## config.mk

```make
export PLATFORM = sky130hd
export DESIGN_NAME = rxf_thresh_fifo
export DESIGN_NICKNAME = d
export VERILOG_FILES = /design/src/rtl/rxf_pkg.sv /design/src/rtl/rxf_store.sv /design/src/rtl/rxf_fill_fsm.sv /design/src/rtl/rxf_regs.sv /design/src/rtl/rxf_thresh_fifo.sv
export SDC_FILE = /design/constraint.sdc
export NUM_CORES = 1
export LEC_CHECK = 0
export BUFFER_PORTS_ARGS = -buffer_cell sky130_fd_sc_hd__buf_2
export CORE_ASPECT_RATIO = 0.75
export CORE_UTILIZATION = 50
export DETAILED_ROUTE_END_ITERATION = 6
export PLACE_DENSITY_LB_ADDON = 0.1
export SYNTH_ARGS = -nofsm -noshare
export SYNTH_HDL_FRONTEND = slang
export SYNTH_SLANG_ARGS = --single-unit
```

## constraint.sdc

```tcl
create_clock -name clk -period 5.6 [get_ports clk]
set_clock_uncertainty 0.15 [all_clocks]
set_input_delay 0 -clock clk [delete_from_list [all_inputs] [get_ports clk]]
set_output_delay 0 -clock clk [all_outputs]
set_load 0.05 [all_outputs]
```

## src/rtl/rxf_pkg.sv

```systemverilog
package rxf_pkg;
  localparam int unsigned REG_W        = 8;
  localparam int unsigned CNT_W        = 5;
  localparam int unsigned CTL_LAST_BIT = 5;
  localparam int unsigned CTL_IE_BIT   = 6;
  localparam int unsigned STS_FLAG_BIT = 6;

  typedef enum logic [0:0] {
    FS_IDLE = 1'b0,
    FS_FILL = 1'b1
  } fill_st_e;
endpackage

```

## src/rtl/rxf_store.sv

```systemverilog
module rxf_store #(
  parameter int unsigned DEPTH = 16,
  parameter int unsigned DW    = 8,
  parameter int unsigned CW    = 5
) (
  input  logic          clk,
  input  logic          rst_n,
  input  logic          clear,
  input  logic          wr_en,
  input  logic [DW-1:0] wr_data,
  input  logic          rd_en,
  output logic [CW-1:0] count,
  output logic [DW-1:0] head
);
  // DEPTH is a power of two: the modulo is a truncation of the pointer sum.
  localparam int unsigned AW = (DEPTH > 1) ? $clog2(DEPTH) : 1;

  logic [DW-1:0] mem [DEPTH];
  logic [AW-1:0] rptr_q, rptr_d, waddr;
  logic [CW-1:0] cnt_q, cnt_d;

  assign waddr = rptr_q + cnt_q[AW-1:0];

  always_comb begin
    rptr_d = rptr_q;
    cnt_d  = cnt_q;
    if (clear) begin
      rptr_d = '0;
      cnt_d  = '0;
    end else begin
      if (rd_en) rptr_d = rptr_q + AW'(1);
      case ({wr_en, rd_en})
        2'b10:   cnt_d = cnt_q + CW'(1);
        2'b01:   cnt_d = cnt_q - CW'(1);
        default: cnt_d = cnt_q;
      endcase
    end
  end

  always_ff @(posedge clk or negedge rst_n) begin
    if (!rst_n) begin
      rptr_q <= '0;
      cnt_q  <= '0;
    end else begin
      rptr_q <= rptr_d;
      cnt_q  <= cnt_d;
    end
  end

  // Data array carries no reset; entries are only read below the count.
  always_ff @(posedge clk) begin
    if (wr_en && !clear) mem[waddr] <= wr_data;
  end

  assign count = cnt_q;
  assign head  = mem[rptr_q];
endmodule

```

## src/rtl/rxf_fill_fsm.sv

```systemverilog
module rxf_fill_fsm
  import rxf_pkg::*;
#(
  parameter int unsigned DEPTH = 16,
  parameter int unsigned CW    = 5
) (
  input  logic          clk,
  input  logic          rst_n,
  input  logic          enable,
  input  logic          clear,
  input  logic          go,
  input  logic [CW-1:0] count,
  input  logic [CW-1:0] thr,
  input  logic          last,
  input  logic          bus_valid,
  output logic          bus_req,
  output logic          bus_nack,
  output logic          accept,
  output logic          hit,
  output logic          full,
  output logic          busy
);
  localparam logic [CW:0] DEPTH_X = (CW+1)'(DEPTH);

  fill_st_e    st_q, st_d;
  logic [CW:0] cnt_x, thr_x, nxt_x;
  logic        want, more, finish;

  assign cnt_x = {1'b0, count};
  assign thr_x = {1'b0, thr};
  assign nxt_x = cnt_x + (CW+1)'(1);
  assign want  = (cnt_x < thr_x) && (cnt_x < DEPTH_X);
  assign more  = (nxt_x < thr_x) && (nxt_x < DEPTH_X);
  assign busy  = (st_q == FS_FILL);

  always_comb begin
    st_d   = st_q;
    finish = 1'b0;
    case (st_q)
      FS_IDLE: begin
        if (enable && !clear && go && want) st_d = FS_FILL;
      end
      FS_FILL: begin
        if (!enable || clear) begin
          st_d = FS_IDLE;
        end else if (bus_valid && !more) begin
          st_d   = FS_IDLE;
          finish = 1'b1;
        end
      end
      default: st_d = FS_IDLE;
    endcase
  end

  always_ff @(posedge clk or negedge rst_n) begin
    if (!rst_n) st_q <= FS_IDLE;
    else        st_q <= st_d;
  end

  assign accept   = busy && enable && !clear && bus_valid;
  assign hit      = finish && (nxt_x == thr_x);
  assign full     = finish && (nxt_x == DEPTH_X);
  assign bus_req  = busy;
  assign bus_nack = busy && last && (nxt_x == thr_x);
endmodule

```

## src/rtl/rxf_regs.sv

```systemverilog
module rxf_regs
  import rxf_pkg::*;
#(
  parameter int unsigned CW = 5
) (
  input  logic             clk,
  input  logic             rst_n,
  input  logic             clear,
  input  logic             ctl_wr,
  input  logic [REG_W-1:0] ctl_wdata,
  input  logic             sts_wr,
  input  logic [REG_W-1:0] sts_wdata,
  input  logic             hit,
  input  logic             full,
  input  logic             pop_ok,
  input  logic [REG_W-1:0] head,
  output logic [CW-1:0]    thr,
  output logic             ie,
  output logic             last,
  output logic             flag,
  output logic             data_ready,
  output logic             fe,
  output logic [REG_W-1:0] rd_data
);
  logic [CW-1:0]    thr_q, thr_d;
  logic             ie_q, ie_d, last_q, last_d, flag_q, flag_d;
  logic             dr_q, dr_d, fe_q, fe_d;
  logic [REG_W-1:0] rd_q, rd_d;

  always_comb begin
    thr_d  = thr_q;
    ie_d   = ie_q;
    last_d = last_q;
    flag_d = flag_q;
    dr_d   = dr_q;
    fe_d   = fe_q;
    rd_d   = rd_q;
    // Completion of a burst that met its threshold.
    if (hit) begin
      flag_d = 1'b1;
      last_d = 1'b0;
      dr_d   = full ? 1'b1 : !ie_q;
      if (full) fe_d = 1'b1;
    end
    // Software writes; a set of the final bit wins over the self-clear.
    if (ctl_wr) begin
      thr_d = ctl_wdata[CW-1:0];
      ie_d  = ctl_wdata[CTL_IE_BIT];
      if (ctl_wdata[CTL_LAST_BIT]) last_d = 1'b1;
    end
    if (sts_wr && sts_wdata[STS_FLAG_BIT] && !hit) flag_d = 1'b0;
    if (clear) fe_d = 1'b0;
    if (pop_ok) rd_d = head;
  end

  always_ff @(posedge clk or negedge rst_n) begin
    if (!rst_n) begin
      thr_q  <= CW'(1);
      ie_q   <= 1'b0;
      last_q <= 1'b0;
      flag_q <= 1'b0;
      dr_q   <= 1'b0;
      fe_q   <= 1'b0;
      rd_q   <= '0;
    end else begin
      thr_q  <= thr_d;
      ie_q   <= ie_d;
      last_q <= last_d;
      flag_q <= flag_d;
      dr_q   <= dr_d;
      fe_q   <= fe_d;
      rd_q   <= rd_d;
    end
  end

  assign thr        = thr_q;
  assign ie         = ie_q;
  assign last       = last_q;
  assign flag       = flag_q;
  assign data_ready = dr_q;
  assign fe         = fe_q;
  assign rd_data    = rd_q;
endmodule

```

## src/rtl/rxf_thresh_fifo.sv

```systemverilog
module rxf_thresh_fifo
  import rxf_pkg::*;
#(
  parameter int unsigned DEPTH = 16
) (
  input  logic       clk,
  input  logic       rst_n,
  input  logic       enable,
  input  logic       receiving,
  input  logic       fill_start,
  input  logic       ctl_wr,
  input  logic [7:0] ctl_wdata,
  input  logic       sts_wr,
  input  logic [7:0] sts_wdata,
  input  logic       clr_fifo,
  input  logic       pop,
  output logic [7:0] rd_data,
  output logic [7:0] rx_ctl,
  output logic [7:0] rx_sts,
  output logic       data_ready,
  output logic       fifo_fe,
  output logic       bus_req,
  output logic       bus_nack,
  input  logic       bus_valid,
  input  logic [7:0] bus_data
);
  localparam int unsigned CW = CNT_W;

  logic          clear_any, busy, accept, hit, full, go, pop_ok, empty;
  logic [CW-1:0] count, thr;
  logic          ie, last, flag;
  logic [7:0]    head;

  assign clear_any = clr_fifo || !enable;
  assign empty     = (count == '0);
  assign pop_ok    = pop && !busy && !empty && !clear_any;
  assign go        = fill_start
                   || (sts_wr && sts_wdata[STS_FLAG_BIT] && receiving)
                   || (pop && empty && receiving);

  rxf_store #(.DEPTH(DEPTH), .DW(REG_W), .CW(CW)) u_store (
    .clk     (clk),
    .rst_n   (rst_n),
    .clear   (clear_any),
    .wr_en   (accept),
    .wr_data (bus_data),
    .rd_en   (pop_ok),
    .count   (count),
    .head    (head)
  );

  rxf_fill_fsm #(.DEPTH(DEPTH), .CW(CW)) u_fsm (
    .clk       (clk),
    .rst_n     (rst_n),
    .enable    (enable),
    .clear     (clr_fifo),
    .go        (go),
    .count     (count),
    .thr       (thr),
    .last      (last),
    .bus_valid (bus_valid),
    .bus_req   (bus_req),
    .bus_nack  (bus_nack),
    .accept    (accept),
    .hit       (hit),
    .full      (full),
    .busy      (busy)
  );

  rxf_regs #(.CW(CW)) u_regs (
    .clk        (clk),
    .rst_n      (rst_n),
    .clear      (clear_any),
    .ctl_wr     (ctl_wr),
    .ctl_wdata  (ctl_wdata),
    .sts_wr     (sts_wr),
    .sts_wdata  (sts_wdata),
    .hit        (hit),
    .full       (full),
    .pop_ok     (pop_ok),
    .head       (head),
    .thr        (thr),
    .ie         (ie),
    .last       (last),
    .flag       (flag),
    .data_ready (data_ready),
    .fe         (fifo_fe),
    .rd_data    (rd_data)
  );

  assign rx_ctl = {1'b0, ie, last, thr};
  assign rx_sts = {1'b0, flag, 1'b0, count};
endmodule

```

==> impl_metrics.tcl, run 1 <==
set metrics [dict create \
    drv_slew 0 \
    initialDrtViolationCount 302 \
    first_pass_iters 4 \
    numCtsBuffers 17 \
    vias 3767 \
    crit_path_cell_trace "inv_1 -> ha_1 -> nor4b_2 -> nor3b_2 -> nand2_2 -> inv_2 -> ha_1 -> nor2b_1 -> o21ai_0 -> and3_1 -> o21ai_0 -> nor3b_1" \
    antenna_found_initial 0 \
    path_class "register to register" \
    status "finished with violations" \
    port_buffers 50 \
    slowest_stage "dfrtp_1" \
    synthesis.instances 409 \
    postSynth.asyncResetShare_pct 17.9 \
    holdWs_ns -0.0118 \
    finalSetupViolCount 0 \
    powerDensity_mw_per_mm2 328 \
    syn_to_final_growth_pct 18.7 \
    synth_edf_count 128 \
    synth-main-ff-cell "edfxtp_1" \
    die_area_sq_mm 0.0141 \
    dpl.hpwl_mm 9.04 \
    ant_nets 0 \
    postCtsSetupRepairBufs 0 \
    htree_levels 4 \
    synth.distinct_cells 49 \
    grt_usage_pct 22.6 \
    worstHoldPathType "input pin to async pin" \
    synth-seq-area-share_pct 66.7 \
    start_util_pct 51.8 \
    avgSynthCellArea_sq_um 16.7 \
    cp_max_fo 13 \
    grt_pass1_wl_mm 22.0 \
    overflow 0 \
    grt_pass1_vias 3778 \
    clockBufferDepth 2 \
    layout.nets 551 \
    worstSkewPairLatency_ns 0.42 \
    tightestPinTransition_ns 1.20 \
    violations "hold timing" \
    ys_ff_latch 156 \
    drive_gt1_share_pct 23.8 \
    max_freq_mhz 279 \
    critPathMaxStageDelay_ns 0.60 \
    clkTransAtPathRegs_ns 0.06 \
    cts_tree "built" \
    slew_headroom_pct 19.7 \
    crit_required_ns 5.73 \
    placed_cell_area_sq_mm 0.00715 \
    wl_per_cell_um 21.2 \
    rows 36 \
    crit_path_end_kind "register" \
    rsz0062_at_grt "false" \
    grt_max_degree 33 \
    arrival_ns 3.72 \
    yosysWarnings 0 \
    peakVddDrop_v 0.000239 \
    nFillCells 955 \
    antenna_cells 0 \
    synth.cell_area_sq_mm 0.00682 \
    leakage_nw 3.01 \
    power_mw 2.65 \
    fp.dieW_um 137 \
    min_period_ns 3.58 \
    coreArea_sq_mm 0.0132 \
    startpoint_type "register" \
    maxCapViolCount 0 \
    die_h_um 103 \
    tns_ns 0 \
    finalHoldViolCount 8 \
    drt-vias-per-instance 5.55 \
    io_pins 62 \
    fin_crit_sh_pct 64.0 \
    layout_commonest_cell "edfxtp_1" \
    final_area_sq_mm 0.00809 \
    drc_errors 0 \
    rrSetupSlack_ns 2.02 \
    drt_wl_total_mm 14.4 \
    layout_common_cells "edfxtp_1 (128), buf_2 (50), nor2_1 (38)" \
    clkSinkCount 156 \
    root_buffer "clkbuf_16" \
    place_congestion 0.812 \
]
## logic make-up after synthesis
logic type                 Yosys count  share of synthesized area, %
adders and majority gates           22                          4.26
other                                1                        0.0550
AOI/OAI and AO/OA                   40                          3.84
DFF                                156                          66.7
buffers and inverters               36                          3.05
muxes                               53                          14.2
and+or+nand+nor                     87                          6.06
xor gates and xnor gates            14                          1.80
## sequential cells by signal, indices dropped and copies added (netlist names)
name               count
u_store.mem          128
u_regs.thr             5
u_store.count          5
u_fsm.bus_req          1
u_regs.rd_data         8
u_regs.flag            1
u_regs.last            1
u_regs.data_ready      1
u_regs.fe              1
u_regs.ie              1
u_store.rptr_q         4
## Yosys cell counts (7+ instances only)
cell      count  share of area (%)
inv_1        11               0.61
o21ai_0       7               0.51
mux2i_1      10                1.5
mux4_2       25                8.3
ha_1         20                3.7
buf_4         7               0.77
mux2_2        9                1.5
nor2_1       38                2.1
xnor2_1       8                1.0
nand2_1      21                1.2
edfxtp_1    128                 56
dfrtp_1      27                9.9
mux4_1        7                2.7
a21oi_1      12               0.88
buf_2        12               0.88
## worst max-delay path, delay by kind of cell (launching register included)
| kind | cells | cell delay (ns) |
|---|---|---|
| adder cells (fa/ha/maj) | 2 | 0.51 |
| buffers and inverters | 2 | 0.36 |
| flip-flops | 1 | 0.60 |
| AO/OA/AOI/OAI | 2 | 0.32 |
| AND/OR/NAND/NOR | 6 | 1.52 |
## area by class of cell
cell class	instances	area (sq um)	area share, %
clock buffer	23	500	6.19
inverter	12	45.0	0.557
multi-input combinational	219	2070	25.6
clock inverter	9	82.6	1.02
tap	171	214	2.64
sequential	156	4550	56.2
timing repair buffer	89	633	7.83
## power breakdown
group          internal (mW)  total (mW)  switching (mW)
Sequential              1.28        1.30          0.0207
Clock                  0.676        1.12           0.448
Combinational         0.0719       0.225           0.153
## routing by layer
| layer | vias up | global-route usage [%] | wire (um) |
|---|---|---|---|
| li1 | 1737 | - | - |
| met1 | 1912 | 34.1 | 6940 |
| met2 | 108 | 33.1 | 6380 |
| met3 | 10 | 5.21 | 933 |
| met4 | 0 | 6.51 | 121 |
| met5 | - | 0 | 0 |
## through the flow
stage	std cells	utilization (%)	worst slack [ns]	hold WS, ns
after floorplan	411	-	2.28	-0.446
after global placement	611	54.3	2.12	-0.0972
after detailed placement	611	54.3	2.05	-0.0756
after CTS	679	61.5	2.04	0.0138
after global routing	679	61.5	1.69	0.0490
final	679	61.5	2.02	-0.0118
## worst paths after layout
| kind | from | cells past startpoint | to |
|---|---|---|---|
| max | u_store.count[0]$_DFFE_PN0P_ | 12 | u_store.count[4]$_DFFE_PN0P_ |
| min | rst_n | 2 | u_regs.thr[3]$_DFFE_PN0P_ |
| max reg2reg | u_store.count[0]$_DFFE_PN0P_ | 12 | u_store.count[4]$_DFFE_PN0P_ |
| min reg2reg | u_regs.data_ready$_DFFE_PN0P_ | 1 | u_regs.data_ready$_DFFE_PN0P_ |
| max in group asynchronous | rst_n | 2 | u_regs.rd_data[6]$_DFFE_PN0N_ |
| min in group clk | sts_wr | 4 | u_regs.flag$_DFFE_PN0P_ |
## what timing repair did
action,4_1_cts,5_1_grt
endpoints found under the hold margin,174,0
hold buffers,36,0
gates resized for setup,0,0
setup endpoints to repair,0,0
Power figures use the tool's default switching activity.
==> run 2, diff against run 1 <==
==> constraint.sdc (replaced) <==
create_clock -name clk -period 3.4 [get_ports clk]
set_clock_uncertainty 0.15 [all_clocks]
set_input_delay 0 -clock clk [delete_from_list [all_inputs] [get_ports clk]]
set_output_delay 0 -clock clk [all_outputs]
set_load 0.05 [all_outputs]
==> run 2 against run 1 <==
Against the previous run: the flow now finishes without violations; non-clock buffer count up 18; cell count grew 2.5%; design area up 1.5%; via count grew 3.1%; global-route usage up 0.33 points; first-iteration DRC count is 13% higher; largest power group unchanged.
==> impl_metrics.tcl, run 2 (same netlist as run 1, synthesis figures left out) <==
set metrics [dict create \
    status "complete, no violations" \
    min_period_ns 2.98 \
    coreArea_sq_mm 0.0132 \
    htree_levels 4 \
    holdBufCountCts 34 \
    rows 36 \
    max_freq_mhz 336 \
    cp_max_fo 12 \
    crit_path_cell_trace "nand3_1 -> xnor2_1 -> ha_1 -> nand3_1 -> a2111oi_0 -> and3_1 -> buf_2" \
    cts_resized 0 \
    die_h_um 103 \
    syn_to_final_growth_pct 20.5 \
    dpl.hpwl_mm 9.28 \
    arrival_ns 2.83 \
    peakVddDrop_v 0.000621 \
    nFillCells 983 \
    grt_pass1_wl_mm 22.5 \
    layout.nets 569 \
    tightestPinTransition_ns 0.893 \
    crit_path_start "u_store.count[2]$_DFFE_PN0P_" \
    fp.dieW_um 137 \
    finalSetupViolCount 0 \
    placed_cell_area_sq_mm 0.00730 \
    critPathMaxStageDelay_ns 0.65 \
    antenna_found_initial 0 \
    grt_pass1_vias 3866 \
    antenna_cells 0 \
    worstReg2RegStart "u_store.count[0]$_DFFE_PN0P_" \
    worstHoldPathType "input pin to async pin" \
    port_buffers 50 \
    worstSkewPairLatency_ns 0.42 \
    crit_path_end_kind "output port" \
    crit_required_ns 3.25 \
    cp_num_buf_inv 1 \
    grt_usage_pct 23.0 \
    numCtsBuffers 17 \
    path_class "register to output port" \
    cts_tree "built" \
    overflow 0 \
    place_congestion 0.799 \
    wl_per_cell_um 20.6 \
    first_pass_iters 4 \
    initialDrtViolationCount 342 \
    seqCellArea_sq_mm 0.00455 \
    startpoint_type "register" \
    clkTransAtPathRegs_ns 0.06 \
    layout_setup_ws_ns 0.424 \
    rsz0062_at_grt "false" \
    drt_wl_total_mm 14.3 \
    multi_input_comb_area_sq_mm 0.00207 \
    drive_gt1_share_pct 26.9 \
    ant_nets 0 \
    postCtsSetupRepairBufs 0 \
    rrSetupSlack_ns 0.48 \
    r2r_cells 13 \
    io_pins 62 \
    largest_reg_flops 128 \
    start_util_pct 51.8 \
    vias 3882 \
    drt-vias-per-instance 5.58 \
    die_area_sq_mm 0.0141 \
    finalHoldViolCount 0 \
    final_area_sq_mm 0.00822 \
    maxCapViolCount 0 \
    reg2reg_to "u_store.count[4]$_DFFE_PN0P_" \
    drc_errors 0 \
    drv_slew 0 \
    root_buffer "clkbuf_16" \
    clkSinkCount 156 \
    regMostFlops "u_store.mem" \
    grt_max_degree 33 \
    leakage_nw 3.10 \
    slew_headroom_pct 40.2 \
    cpLargestDelayFamily "flip-flops" \
    slowest_stage "dfrtp_1" \
    layout_commonest_cell "edfxtp_1" \
    post-place-ws_ns 0.426 \
    clockBufferDepth 2 \
    powerDensity_mw_per_mm2 532 \
    tns_ns 0 \
    crit_top_cell "nand3_1" \
    fin_crit_sh_pct 87.5 \
    layout_common_cells "edfxtp_1 (128), buf_2 (50), nor2_1 (38)" \
]
-- run 2: cell count changes in the layout (fill, tap and decap cells not counted), sizes merged --
cell,previous run,this run
bufinv,1,3
clkbuf,23,17
inv,14,13
dlygate4sd3,36,34
clkinv,5,9
buf,53,73
-- run 2: per-stage QoR --
| stage | total power, mW | hold WS, ns | cells | util, % |
|---|---|---|---|---|
| after global routing | 4.51 | 0.0802 | 696 | 62.5 |
| after detailed placement | 2.52 | -0.0587 | 631 | 55.5 |
| after CTS | 4.41 | 0.0339 | 696 | 62.5 |
| after global placement | 2.51 | -0.0889 | 631 | 55.5 |
| final | 4.37 | 0.0263 | 696 | 62.5 |
| after floorplan | 2.41 | -0.446 | 411 | - |
-- run 2: worst max path at each step --
stage,slack [ns],cells after the start,endpoint
after floorplan,0.08,12,u_store.count[4]$_DFFE_PN0P_
after global placement,0.54,7,u_store.mem[9][2]$_DFFE_PP_
after detailed placement,0.43,7,u_store.mem[9][2]$_DFFE_PP_
after CTS,0.42,8,bus_nack
after global routing,0.20,13,u_store.count[4]$_DFFE_PN0P_
final,0.42,7,bus_nack
-- run 2: per-layer routing --
metal | part of all wire (%) | global-route usage [%]
met1 | 48 | 34.7
met2 | 43 | 33.1
met3 | 7.3 | 6.00
met4 | 1.2 | 6.26
met5 | 0 | 0
-- run 2: cell type report --
cell class                      instances  area share (%)
Multi-Input combinational cell        219            25.2
Clock buffer                           17            5.18
Sequential cell                       156            55.3
Clock inverter                         14            1.86
Tap cell                              171            2.60
Inverter                               12           0.548
Timing Repair Buffer                  107            9.29
-- run 2: power by group --
part	switching (mW)	total, mW	internal [mW]
Clock	0.719	1.86	1.14
Combinational	0.256	0.377	0.120
Sequential	0.0310	2.14	2.11
Total	1.01	4.37	3.37
